--- src/rtl/cfi_pkg.sv ---
package cfi_pkg;
  typedef enum logic [1:0] {
    MODE_ARRAY = 2'd0,
    MODE_AUTO  = 2'd1,
    MODE_QUERY = 2'd2
  } cfiMode_e;

  typedef enum logic [1:0] {
    UL_IDLE = 2'd0,
    UL_ONE  = 2'd1,
    UL_TWO  = 2'd2
  } unlockStep_e;

  // strobes from control to datapath, exactly one set at a time
  typedef struct packed {
    logic selArray;
    logic selAuto;
    logic selQuery;
  } readSel_t;

  localparam logic [7:0] CMD_QUERY = 8'h98;
  localparam logic [7:0] CMD_RESET = 8'hF0;
  localparam logic [7:0] CMD_UL1   = 8'hAA;
  localparam logic [7:0] CMD_UL2   = 8'h55;
  localparam logic [7:0] CMD_AUTO  = 8'h90;
endpackage

--- src/rtl/cfi_ctrl.sv ---
module cfi_ctrl
  import cfi_pkg::*;
#(
  parameter int ADDR_W = 11,
  parameter int DATA_W = 8
) (
  input  logic              clk,
  input  logic              rst_n,
  input  logic [ADDR_W-1:0] busAddr,
  input  logic [DATA_W-1:0] busWrData,
  input  logic              busWe,
  output cfiMode_e          curMode,
  output readSel_t          readSel
);
  localparam logic [ADDR_W-1:0] ADDR_QRY = ADDR_W'(12'h055);
  localparam logic [ADDR_W-1:0] ADDR_UA  = ADDR_W'(12'h555);
  localparam logic [ADDR_W-1:0] ADDR_UB  = ADDR_W'(12'h2AA);

  cfiMode_e    modeQ, modeD;
  unlockStep_e stepQ, stepD;
  logic        fromAutoQ, fromAutoD;

  logic isReset, isQuery;
  assign isReset = busWrData == DATA_W'(CMD_RESET);
  assign isQuery = (busWrData == DATA_W'(CMD_QUERY)) && (busAddr == ADDR_QRY);

  always_comb begin
    modeD     = modeQ;
    stepD     = stepQ;
    fromAutoD = fromAutoQ;
    if (busWe) begin
      if (isReset) begin
        modeD = (modeQ == MODE_QUERY && fromAutoQ) ? MODE_AUTO : MODE_ARRAY;
        stepD = UL_IDLE;
        fromAutoD = 1'b0;
      end else begin
        unique case (modeQ)
          MODE_ARRAY: begin
            if (isQuery) begin
              modeD = MODE_QUERY;
              fromAutoD = 1'b0;
              stepD = UL_IDLE;
            end else begin
              stepD = UL_IDLE;
              unique case (stepQ)
                UL_IDLE: if (busWrData == DATA_W'(CMD_UL1) && busAddr == ADDR_UA) stepD = UL_ONE;
                UL_ONE:  if (busWrData == DATA_W'(CMD_UL2) && busAddr == ADDR_UB) stepD = UL_TWO;
                UL_TWO:  if (busWrData == DATA_W'(CMD_AUTO) && busAddr == ADDR_UA) modeD = MODE_AUTO;
                default: stepD = UL_IDLE;
              endcase
            end
          end
          MODE_AUTO: begin
            if (isQuery) begin
              modeD = MODE_QUERY;
              fromAutoD = 1'b1;
            end
          end
          default: ; // query mode: only reset is honoured
        endcase
      end
    end
  end

  always_ff @(posedge clk) begin
    if (!rst_n) begin
      modeQ     <= MODE_ARRAY;
      stepQ     <= UL_IDLE;
      fromAutoQ <= 1'b0;
    end else begin
      modeQ     <= modeD;
      stepQ     <= stepD;
      fromAutoQ <= fromAutoD;
    end
  end

  assign curMode          = modeQ;
  assign readSel.selArray = modeQ == MODE_ARRAY;
  assign readSel.selAuto  = modeQ == MODE_AUTO;
  assign readSel.selQuery = modeQ == MODE_QUERY;
endmodule

--- src/rtl/cfi_dpath.sv ---
module cfi_dpath
  import cfi_pkg::*;
#(
  parameter int          ADDR_W = 11,
  parameter int          DATA_W = 8,
  parameter logic [7:0]  MFG_ID = 8'h01,
  parameter logic [7:0]  DEV_ID = 8'hC8
) (
  input  readSel_t          readSel,
  input  logic [ADDR_W-1:0] busAddr,
  input  logic [DATA_W-1:0] arrayData,
  output logic [DATA_W-1:0] rdData
);
  localparam logic [ADDR_W-1:0] TAB_LO = ADDR_W'(8'h10);
  localparam logic [ADDR_W-1:0] TAB_HI = ADDR_W'(8'h26);

  logic [7:0] tabByte;
  logic       inTable;

  assign inTable = (busAddr >= TAB_LO) && (busAddr <= TAB_HI);

  always_comb begin
    tabByte = 8'h00;
    if (inTable) begin
      unique case (busAddr[5:0])
        6'h10: tabByte = 8'h51;  // 'Q'
        6'h11: tabByte = 8'h52;  // 'R'
        6'h12: tabByte = 8'h59;  // 'Y'
        6'h13: tabByte = 8'h02;  // primary command set, low byte
        6'h15: tabByte = 8'h40;  // primary extended table pointer, low byte
        6'h1B: tabByte = 8'h27;  // supply min, volts.tenths
        6'h1C: tabByte = 8'h36;  // supply max, volts.tenths
        6'h1F: tabByte = 8'h04;  // typ write exponent (us)
        6'h21: tabByte = 8'h0A;  // typ block erase exponent (ms)
        6'h23: tabByte = 8'h05;  // max/typ write exponent
        6'h25: tabByte = 8'h04;  // max/typ block erase exponent
        default: tabByte = 8'h00;
      endcase
    end
  end

  always_comb begin
    rdData = arrayData;
    if (readSel.selQuery)     rdData = DATA_W'(tabByte);
    else if (readSel.selAuto) rdData = busAddr[0] ? DATA_W'(DEV_ID) : DATA_W'(MFG_ID);
  end
endmodule

--- src/rtl/cfi_query_resp.sv ---
module cfi_query_resp
  import cfi_pkg::*;
#(
  parameter int         ADDR_W = 11,
  parameter int         DATA_W = 8,
  parameter logic [7:0] MFG_ID = 8'h01,
  parameter logic [7:0] DEV_ID = 8'hC8
) (
  input  logic              clk,
  input  logic              rst_n,
  input  logic [ADDR_W-1:0] busAddr,
  input  logic [DATA_W-1:0] busWrData,
  input  logic              busWe,
  input  logic [DATA_W-1:0] arrayData,
  output logic [DATA_W-1:0] rdData
);
  cfiMode_e curMode;
  readSel_t readSel;

  cfi_ctrl #(.ADDR_W(ADDR_W), .DATA_W(DATA_W)) ctrl_i (
    .clk(clk), .rst_n(rst_n), .busAddr(busAddr), .busWrData(busWrData),
    .busWe(busWe), .curMode(curMode), .readSel(readSel)
  );

  cfi_dpath #(.ADDR_W(ADDR_W), .DATA_W(DATA_W), .MFG_ID(MFG_ID), .DEV_ID(DEV_ID)) dpath_i (
    .readSel(readSel), .busAddr(busAddr), .arrayData(arrayData), .rdData(rdData)
  );
endmodule

--- config.mk ---
export PLATFORM = sky130hd
export DESIGN_NAME = cfi_query_resp
export DESIGN_NICKNAME = d
export VERILOG_FILES = /design/src/rtl/cfi_pkg.sv /design/src/rtl/cfi_ctrl.sv /design/src/rtl/cfi_dpath.sv /design/src/rtl/cfi_query_resp.sv
export SDC_FILE = /design/constraint.sdc
export NUM_CORES = 1
export LEC_CHECK = 0
export BUFFER_PORTS_ARGS = -buffer_cell sky130_fd_sc_hd__buf_2
export CAP_MARGIN = 10
export CORE_ASPECT_RATIO = 1.4
export CORE_UTILIZATION = 48
export CTS_CLUSTER_DIAMETER = 40
export DETAILED_ROUTE_END_ITERATION = 6
export PLACE_DENSITY = 0.87
export SLEW_MARGIN = 20
export SYNTH_ARGS = -nofsm -noshare
export SYNTH_HDL_FRONTEND = slang
export SYNTH_HIERARCHICAL = 1
export SYNTH_SLANG_ARGS = --single-unit
--- constraint.sdc ---
create_clock -name clk -period 1.95 [get_ports clk]
set_input_delay 0.195 -clock clk [delete_from_list [all_inputs] [get_ports clk]]
set_output_delay 0.195 -clock clk [all_outputs]
set_load 0.02 [all_outputs]
# ---- Yosys cells after proc, flatten, opt, wreduce, memory -nomap -nowiden
# Cells that the tools add are included.
dict set report op_classes {
  reduce_logical 14
  muxes 22
  eq_ne 27
  order_cmp 2
}
# operator count
set op_table {}
lappend op_table {{one-hot mux 7 bit (10 select lines)} 1}
lappend op_table {{== test 6 x 5 -> 1 bit, second input constant} 8}
lappend op_table {{== test 8 bit, second input constant} 4}
lappend op_table {{two-way mux 8 bit} 4}
lappend op_table {{== test 6 bit, second input constant} 3}
lappend op_table {{two-way mux 2 bit} 9}
lappend op_table {{== test 11 x 10 -> 1 bit, second input constant} 1}
lappend op_table {{== test 11 bit, second input constant} 1}
lappend op_table {{== test 11 x 7 -> 1 bit, second input constant} 1}
lappend op_table {{greater-or-equal comparator 11 x 5 -> 1 bit, second input constant} 1}
lappend op_table {{less-or-equal comparator 11 x 6 -> 1 bit, second input constant} 1}
lappend op_table {{== test 8 x 7 -> 1 bit, second input constant} 1}
lappend op_table {{inequality test 4 bit, second input constant} 2}
lappend op_table {{one-hot mux 2 bit (2 select lines)} 2}
lappend op_table {{logical AND 1 bit} 6}
lappend op_table {{inequality test 3 bit, second input constant} 2}
lappend op_table {{two-way mux 1 bit} 5}
lappend op_table {{AND reduction 5 bit} 1}
lappend op_table {{== test 2 x 1 -> 1 bit, second input constant} 2}
lappend op_table {{== test 2 bit, second input constant} 2}
lappend op_table {{logical NOT 2 bit} 2}
lappend op_table {{AND reduction 4 bit} 1}
lappend op_table {{nonzero test 3 bit} 1}
lappend op_table {{one-hot mux 1 bit (2 select lines)} 1}
lappend op_table {{other kinds (3)} 3}
dict set report totals {
  out_inout_bits 8
  input_bits 30
  register_bits 5
}

# ---- Logic depth before layout (Yosys ltp)
# Gate-level depths: netlist of run 1.
dict set report depth {
  ltp_word 7
  mapped_depth 6
  mapped_depth_nobuf 5
}

# ---- Modules after synthesis
# Netlist of run 1, hierarchy kept.
# mod seq_area_each_um2 instances cells_per_inst area_per_inst_um2
set by_module_without_submodules {}
lappend by_module_without_submodules {cfi_ctrl 100.1 1 57 496.7}
lappend by_module_without_submodules {cfi_dpath 0.0 1 61 456.7}

# ---- Worst setup path after synthesis of run 1
# Ideal clock, no wire load.
dict set report synth_path {
  path_kind {reg2out}
  from {register ctrl_i.modeQ[1] (netlist: ctrl_i/curMode[1])}
  to {output rdData[3]}
  arrival_time_ns 1.805
  n_path_buf 0
  slack_ns -0.050
  path_stages_with_launch 6
  t_required_ns 1.755
  cell_sequence {dfxtp_1 -> inv_1 -> nor2_1 -> nor2b_1 -> o2111ai_4 -> o32ai_1}
}
# item line
set synth_rtl {}
lappend synth_rtl {{start: declaration} cfi_ctrl.sv:19} ;# cfiMode_e modeQ, modeD;
lappend synth_rtl {{start signal: assignment} cfi_ctrl.sv:71} ;# modeQ <= modeD;
lappend synth_rtl {{end: declaration} cfi_query_resp.sv:15} ;# output logic [DATA_W-1:0] rdData

==> impl_metrics.csv, run 1 <==
group,metric,value,unit
critical_path,rr_worst_depth,4,
critical_path,timing.rr.start,"ctrl_i/stepQ[1]$_SDFFE_PN0P_",
timing,hold_viol,0,
global_routing,grt.total_usage,0.237,
layout,area_delta_synth_final,26.6,%
critical_path,timing.rr.end,"ctrl_i/stepQ[1]$_SDFFE_PN0P_",
status,status,"complete, no violations",
die,die_area,0.00217,mm²
routing,wl_per_cell,13.7,µm
die,ioPinCount,38,
global_routing,gr-total-overflow,0,
layout,fillerInstances,148,
layout,finalInstanceArea,0.00121,mm²
clocking,clock_latency,260,ps
critical_path,crit_type,"flop to output port",
timing,slew_headroom,0.748,
die,start_util,0.523,
routing,drtAntennaViolNets,0,
timing,slew_viol_final,0,
yosys,syn_area,953,µm²
place,placed_area,0.00114,mm²
die,coreArea,0.00182,mm²
critical_path,arrival,1670,ps
clocking,cts_sinks,5,
yosys,synth.distinct_cells,57,
routing,drtIter0Drc,22,
clocking,clockRootBuffer,"clkbuf_4",
layout,n_antenna_cell,0,
layout,ff_latch_area,101,µm²
timing,finalCriticalPeriod,1860,ps
yosys,yosysWarnings,6,
critical_path,crit_required,1750,ps
timing,fin_skew,6.66,ps
power_and_ir_drop,peakVddDrop,0.419,mV
place,portBuffers,37,
die,fp.dieH,54.7,µm
critical_path,cp.depth,5,
clocking,tritoncts,"done",
place,post-place-ws,114,ps
layout,multiInputGateArea,820,µm²
yosys,syn_nets,148,
yosys,synth_top_cell_area_share,0.105,
yosys,yosysTopAreaCell,"dfxtp_1",
routing,viasPerCell,6.07,
critical_path,cpPeakStageDelay,370,ps
yosys,synth_edf_count,0,
timing,worst_slack,87.6,ps
yosys,yosys-top-cells-area,"dfxtp_1, nand2_1, mux2i_1",
hold_path,hold_depth,3,
critical_path,crit_fanout,9,
routing,wl,2420,µm
global_routing,antenna_found_initial,0,
critical_path,ff2ff_setup_slack,240,ps
timing,setup_viol,0,
hold_path,hold_class,"primary input to flop",
clocking,numCtsBuffers,3,
timing,worstMarginPinSlew,374,ps
critical_path,start_kind,"flop",
critical_path,critPathTopFamily,"compound AO/OA/AOI/OAI gates",
yosys,ys_ff_latch,5,
layout,drive_gt1_frac,0.452,
yosys,synthArstFlopShare,0,
yosys,synth_ff_type,"dfxtp_1",
timing,max_freq,0.537,GHz
global_routing,grt_pass1_vias,898,
critical_path,cp_slowest_cell,"dfxtp_2",
timing,post-route-period-util,0.955,
yosys,yosysMostFrequentCell,"nand2_1",
layout,fin_util,0.662,
critical_path,critPathCaptureType,"output port",
hold_path,hold_end,"ctrl_i/curMode[1]$_SDFFE_PN0P_",
clocking,h-tree-depth,1,
timing,rsz0062_at_grt,"no",
critical_path,timing.critical_path.buf_inv,1,
clocking,ctsHoldBuffers,0,
layout,final_cells,177,
hold_path,min_from,"rst_n",
die,num_rows,18,
place,gp_congestion,0.853,
clocking,cts_buffer_depth,2,
routing,drc,0,
run,max-cap-violations,0,
place,dp_cells,172,
place,hpwl,1970,µm
routing,first_pass_iters,4,
power_and_ir_drop,p_leak,0.000447,µW
yosys,synth-seq-area-share,0.105,
critical_path,cp_cell_sequence,"nor2_4, nor2b_4, o2111ai_4, o41ai_2, buf_4",
layout,nets,188,
global_routing,grt_pass1_wl,3560,µm
die,die_width,39.7,µm
routing,vias,1075,
power_and_ir_drop,cellPowerDensity,327,mW/mm²
yosys,synthTopCellsByCount,"nand2_1, nor2_1, a21oi_1",
clocking,cts.reportedPaths.clkPinSlew,50,ps
yosys,syn_inst,118,
global_routing,grt_max_degree,15,
yosys,synth.avg_cell_area,8.08,µm²
state kept, by name, summed over array words and instances (netlist names):
| register | cells |
|---|---|
| ctrl_i/curMode | 2 |
| ctrl_i/stepQ | 2 |
| ctrl_i/fromAutoQ | 1 |
metal layers:
layer  vias to the layer above  share of wire  GRT usage
met5                         -              0          0
met4                         0          0.020     0.0977
met3                         5          0.041     0.0285
met2                        41           0.55      0.462
met1                       494           0.39      0.238
li1                        535              -          -
per-stage QoR:
stage	hold slack [ps]	TNS (ps)	total power, µW
6_report	229	0	394
5_1_grt	242	0	420
4_1_cts	233	0	391
3_5_place_dp	469	0	261
3_3_place_gp	459	0	258
2_1_floorplan	367	-81.2	201
what timing repair did:
action,in CTS,in global routing
setup endpoints to repair,5,5
setup buffers,0,1
pin swaps,2,3
gates resized for setup,3,7
placed cells by master, fill, tap and decap left out, types with 2 or more instances in the layout:
cell      Yosys  routed
buf_2         1      35
a21oi_1       6       6
nand4b_1      3       3
and4bb_2      2       2
a31oi_1       3       3
dfxtp_1       5       4
nor3_1        3       3
or3b_1        2       2
o22ai_1       4       4
nor4_1        2       2
o41ai_2       2       2
nand2b_1      5       5
clkbuf_4      0       3
nand2_2       2       2
nor2b_1       3       2
o21ai_0       2       2
mux2i_1       4       4
inv_1         4       3
nand3b_1      3       3
buf_4         2       6
nand3_1       2       2
nor2_1        9       8
o211ai_1      2       2
nand2_1      11      11
power breakdown:
group,switching (µW),internal [µW]
clock network,51.7,78.0
registers,0.345,103
logic,93.3,68.3
cell families after synthesis:
logic type	count (synthesis)	synth area share
and+or+nand+nor	66	0.490
AOI/OAI and AO/OA	31	0.278
buffers and inverters	10	0.0643
muxes	5	0.0538
DFF	5	0.105
xor gates and xnor gates	1	0.00919
tightest hold or removal path: stages:
cell and delay, ps:
buf_2 70, inv_1 80, nor2_1 110
worst max path at each step:
stage / slack (ps) / end / startpoint
after floorplan: -50 / rdData[3] / ctrl_i/curMode[1]$_SDFFE_PN0P_
after global placement: 170 / rdData[0] / busAddr[2]
after detailed placement: 110 / ctrl_i/fromAutoQ$_SDFFE_PN0P_ / busAddr[1]
after CTS: 5 / rdData[3] / ctrl_i/curMode[1]$_SDFFE_PN0P_
after global routing: 9 / rdData[0] / ctrl_i/curMode[0]$_SDFFE_PN0P_
final: 90 / rdData[0] / ctrl_i/curMode[0]$_SDFFE_PN0P_
cell type report:
type	count	area share
multi-input cells	103	0.679
inverters	4	0.0124
repair buffers	41	0.182
well taps	20	0.0207
flip-flops and latches	5	0.0839
clock buffers	4	0.0218
No activity file was read; power rests on OpenSTA's default activity.
==> run 2: changes to the inputs <==
Settings changed: ABC_CLOCK_PERIOD_IN_PS set to 1950, CELL_PAD_IN_SITES_DETAIL_PLACEMENT set to 1, CELL_PAD_IN_SITES_GLOBAL_PLACEMENT set to 2, CORE_UTILIZATION 48 to 26, PLACE_DENSITY 0.87 to 0.86.
==> run 2 against run 1 <==
  * Clock-buffer cell count is the same
  * Via count is 4.7% higher
  * Non-clock buffer count rose by 2
  * Clock skew fell by 6.1 ps
  * Fmax increased by 0.39%
  * Sequential power about the same
  * Sequential cell count did not move
  * Highest routed layer unchanged
==> impl_metrics.csv, run 2 (synthesized netlist as in run 1, its figures left out) <==
group,metric,value,unit
critical_path,timing.critical_path.buf_inv,2,
layout,fillerInstances,449,
clocking,clock_latency,230,ps
critical_path,cp_slowest_cell,"dfxtp_1",
critical_path,crit_type,"flop to output port",
timing,slew_viol_final,0,
die,die_area,0.00392,mm²
clocking,cts.reportedPaths.clkPinSlew,40,ps
global_routing,grt_pass1_vias,1154,
layout,n_antenna_cell,0,
hold_path,hold_class,"primary input to flop",
layout,area_delta_synth_final,33.5,%
clocking,cts_buffer_depth,2,
timing,worst_slack,94.9,ps
global_routing,grt_pass1_wl,5210,µm
die,start_util,0.277,
routing,wl,3250,µm
routing,drtIter0Drc,10,
routing,wl_per_cell,16.4,µm
timing,setup_viol,0,
clocking,tritoncts,"done",
clocking,post-cts-setup-buffers,0,
place,portBuffers,37,
timing,rsz0062_at_grt,"yes",
layout,final_common_cell,"buf_2",
critical_path,cp_cell_sequence,"inv_1, nor2_2, nor2b_4, o2111ai_4, o31ai_2, buf_2",
power_and_ir_drop,p_leak,0.000466,µW
layout,drive_gt1_frac,0.459,
critical_path,crit_required,1750,ps
timing,whs,282,ps
layout,nets,190,
critical_path,cpPeakStageDelay,320,ps
routing,vias,1126,
routing,drc,0,
die,coreArea,0.00344,mm²
routing,first_pass_iters,4,
die,fp.dieH,73.7,µm
global_routing,gr-total-overflow,0,
timing,hold_viol,0,
timing,worstMarginPinSlew,380,ps
place,gp_congestion,0.774,
layout,final_cell_mix,"buf_2, nand2_1, buf_4, nor2_1, a21oi_1",
place,post-place-ws,87.6,ps
timing,finalCriticalPeriod,1860,ps
run,max-cap-violations,0,
status,status,"complete, no violations",
timing,max_freq,0.539,GHz
die,num_rows,25,
timing,slew_headroom,0.744,
global_routing,grt_max_degree,14,
clocking,clockRootBuffer,"clkbuf_8",
timing,post-route-period-util,0.951,
critical_path,critPathTopFamily,"compound AO/OA/AOI/OAI gates",
timing,fin_skew,0.560,ps
critical_path,ff2ff_setup_slack,290,ps
clocking,h-tree-depth,1,
routing,drtAntennaViolNets,0,
clocking,numCtsBuffers,3,
critical_path,crit_fanout,7,
die,die_width,53.2,µm
critical_path,arrival,1660,ps
power_and_ir_drop,peakVddDrop,0.396,mV
routing,viasPerCell,5.66,
layout,multiInputGateArea,822,µm²
die,ioPinCount,38,
clocking,cts_sinks,5,
critical_path,start_kind,"flop",
global_routing,antenna_found_initial,0,
layout,ff_latch_area,100,µm²
global_routing,grt.total_usage,0.177,
critical_path,critPathCaptureType,"output port",
layout,fin_util,0.370,
power_and_ir_drop,cellPowerDensity,381,mW/mm²
place,hpwl,2640,µm
-- run 2: through the flow --
| step | total power (µW) | cells | area, µm² | setup TNS, ps |
|---|---|---|---|---|
| after CTS | 487 | 199 | 1240 | 0 |
| after global placement | 268 | 195 | 1190 | 0 |
| final | 484 | 199 | 1270 | 0 |
| after detailed placement | 273 | 195 | 1190 | 0 |
| after floorplan | 201 | 118 | 953 | -81.2 |
| after global routing | 510 | 199 | 1270 | -27.6 |
-- run 2: worst paths after layout --
check,cells after the start,start,endpoint
worst max-delay path,6,ctrl_i/curMode[1]$_SDFFE_PN0P_,rdData[5]
worst min-delay path,3,rst_n,ctrl_i/curMode[1]$_SDFFE_PN0P_
worst max register to register,4,ctrl_i/stepQ[1]$_SDFFE_PN0P_,ctrl_i/stepQ[1]$_SDFFE_PN0P_
worst min register to register,2,ctrl_i/stepQ[0]$_SDFFE_PN0P_,ctrl_i/stepQ[0]$_SDFFE_PN0P_
-- run 2: where the power goes --
part	internal [µW]	switching, µW	total [µW]
Sequential	103	0.0793	103
Combinational	73.0	102	175
Clock	142	65.3	207
Total	318	167	484
-- run 2: cell type report --
type / instances / area share
Tap cell: 40 / 0.0393
Clock buffer: 4 / 0.0354
Timing Repair Buffer: 43 / 0.189
Multi-Input combinational cell: 103 / 0.646
Sequential cell: 5 / 0.0787
Inverter: 4 / 0.0118
-- run 2: worst register-to-register path: stages, from the launching register on --
cell	delay, ps
dfxtp_1	330
or4b_2	670
nor4_1	320
nand3b_1	110
a21oi_1	160
-- run 2: timing repair --
action                     in CTS  in global routing
setup endpoints to repair       4                  6
cloned                          0                  0
gates resized for setup         3                  8
pin swaps                       0                  2
hold buffers                    0                  0
-- run 2: per-layer routing --
metal,global-route usage,up-vias,routed length [µm]
li1,-,536,-
met1,0.181,538,1180
met2,0.339,43,1800
met3,0.0186,9,169
met4,0.0906,0,99
met5,0,-,0
==> run 3: changes to the inputs <==
Settings changed: CELL_PAD_IN_SITES_GLOBAL_PLACEMENT 2 to 1, CORE_UTILIZATION 26 to 34, PLACE_DENSITY 0.86 to 0.87.
==> run 3 against run 2 <==
  * Via count decreased by 1.2%
  * Global-route usage increased by 4.1 points
  * Critical path depth unchanged
  * Die area decreased by 23%
  * Clock skew about the same
  * First-iteration DRC count increased by 60%
  * Non-clock buffer count unchanged
  * Power decreased by 16%
  * Critical path type unchanged
  * Sequential power about the same
  * Design area decreased by 1.7%
==> impl_metrics.csv, run 3 (synthesized netlist as in run 1, its figures left out) <==
group,metric,value,unit
global_routing,grt.total_usage,0.218,
clocking,cts_buffer_depth,2,
critical_path,critPathCaptureType,"output port",
global_routing,use_met2,0.403,
layout,multiInputGateArea,825,µm²
critical_path,cpPeakStageDelay,330,ps
layout,area_delta_synth_final,31.2,%
clocking,ctsHoldBuffers,0,
critical_path,timing.critical_path.buf_inv,2,
critical_path,timing.rr.end,"ctrl_i/stepQ[1]$_SDFFE_PN0P_",
power_and_ir_drop,cellPowerDensity,327,mW/mm²
routing,wl_per_cell,15.4,µm
timing,finalCriticalPeriod,1870,ps
status,status,"complete, no violations",
timing,setup_viol,0,
critical_path,cp_cell_sequence,"inv_1, nor2_2, nor2b_4, o2111ai_4, o41ai_2, buf_2",
place,gp_congestion,0.800,
global_routing,grt_max_degree,14,
place,hpwl,2440,µm
critical_path,critPathTopFamily,"compound AO/OA/AOI/OAI gates",
die,die_area,0.00302,mm²
timing,max_freq,0.536,GHz
timing,slew_headroom,0.718,
run,max-cap-violations,0,
routing,viasPerCell,5.71,
critical_path,cp_slowest_cell,"dfxtp_1",
layout,nets,190,
critical_path,arrival,1670,ps
global_routing,gr-total-overflow,0,
routing,vias,1113,
clocking,tritoncts,"done",
routing,wl,3010,µm
routing,drtAntennaViolNets,0,
global_routing,use_met3,0.0111,
place,portBuffers,37,
critical_path,crit_type,"flop to output port",
critical_path,ff2ff_setup_slack,370,ps
power_and_ir_drop,power,409,µW
global_routing,antenna_found_initial,0,
clocking,numCtsBuffers,3,
die,die_width,46.8,µm
routing,first_pass_iters,4,
critical_path,rr_worst_depth,4,
die,ioPinCount,38,
critical_path,crit_required,1750,ps
die,start_util,0.361,
hold_path,hold_depth,3,
critical_path,start_kind,"flop",
power_and_ir_drop,p_leak,0.000460,µW
timing,fin_skew,0.964,ps
layout,n_antenna_cell,0,
clocking,clockRootBuffer,"clkbuf_4",
layout,drive_gt1_frac,0.465,
layout,final_cell_mix,"buf_2, nand2_1, buf_4, nor2_1, a21oi_1",
routing,drtIter0Drc,16,
clocking,h-tree-depth,1,
clocking,cts.reportedPaths.clkPinSlew,50,ps
hold_path,min_from,"rst_n",
critical_path,timing.rr.start,"ctrl_i/stepQ[1]$_SDFFE_PN0P_",
global_routing,grt_pass1_wl,4790,µm
hold_path,hold_class,"primary input to flop",
global_routing,grtUsageMet1,0.229,
die,num_rows,22,
timing,post-route-period-util,0.957,
hold_path,hold_end,"ctrl_i/curMode[1]$_SDFFE_PN0P_",
die,coreArea,0.00264,mm²
timing,worstMarginPinSlew,419,ps
power_and_ir_drop,peakVddDrop,0.194,mV
global_routing,top_usage_layer,"met2",
layout,fillerInstances,352,
layout,final_common_cell,"buf_2",
clocking,cts_sinks,5,
layout,ff_latch_area,100,µm²
critical_path,crit_fanout,7,
timing,hold_viol,0,
timing,slew_viol_final,0,
layout,fin_util,0.473,
die,fp.dieH,64.7,µm
clocking,clock_latency,260,ps
global_routing,grt_pass1_vias,1093,
timing,rsz0062_at_grt,"no",
clocking,post-cts-setup-buffers,0,
routing,drc,0,
## run 3: cell counts in the layout (fill, tap and decap cells not counted)
No cell type changed its count.
## run 3: power breakdown
part | internal, µW | switching (µW)
Combinational | 72.9 | 99.5
Sequential | 103 | 0.0811
Clock | 78.2 | 55.7
Total | 254 | 155
## run 3: cell type report
type	instances	area share
multi-input cells	103	0.659
repair buffers	43	0.192
flip-flops and latches	5	0.0800
well taps	36	0.0360
clock buffers	4	0.0210
inverters	4	0.0120
## run 3: worst reg2reg max path, cell delays in order (launching register included)
cell,delay (ps)
dfxtp_1,330
or4b_2,660
nor4_1,280
nand3b_1,110
a21oi_1,140
## run 3: what timing repair did
item / in CTS / in global routing
setup endpoints to repair: 5 / 7
gates resized for setup: 5 / 7
pin swaps: 2 / 4
hold endpoints to repair: 0 / 0
## run 3: metrics by stage
step | std cells | instance area, µm² | setup WS (ps) | TNS, ps | hold WS [ps]
5_1_grt | 195 | 1250 | 5.32 | 0 | 262
6_report | 195 | 1250 | 84.4 | 0 | 241
2_1_floorplan | 118 | 953 | -50.3 | -81.2 | 367
3_3_place_gp | 191 | 1180 | 164 | 0 | 463
4_1_cts | 195 | 1230 | 22.2 | 0 | 223
3_5_place_dp | 191 | 1180 | 121 | 0 | 468
## run 3: worst max path at each step
stage | start | end | depth (start not counted)
2_1_floorplan | ctrl_i/curMode[1]$_SDFFE_PN0P_ | rdData[3] | 5
4_1_cts | ctrl_i/curMode[1]$_SDFFE_PN0P_ | rdData[3] | 6
5_1_grt | ctrl_i/curMode[0]$_SDFFE_PN0P_ | rdData[6] | 6
6_report | ctrl_i/curMode[1]$_SDFFE_PN0P_ | rdData[0] | 6
3_5_place_dp | busWrData[2] | ctrl_i/curMode[1]$_SDFFE_PN0P_ | 6
3_3_place_gp | busWrData[2] | ctrl_i/curMode[1]$_SDFFE_PN0P_ | 6
## run 3: layer usage
metal	up-vias	wire [µm]
li1	541	-
met1	534	1150
met2	32	1700
met3	6	83
met4	0	74
met5	-	0
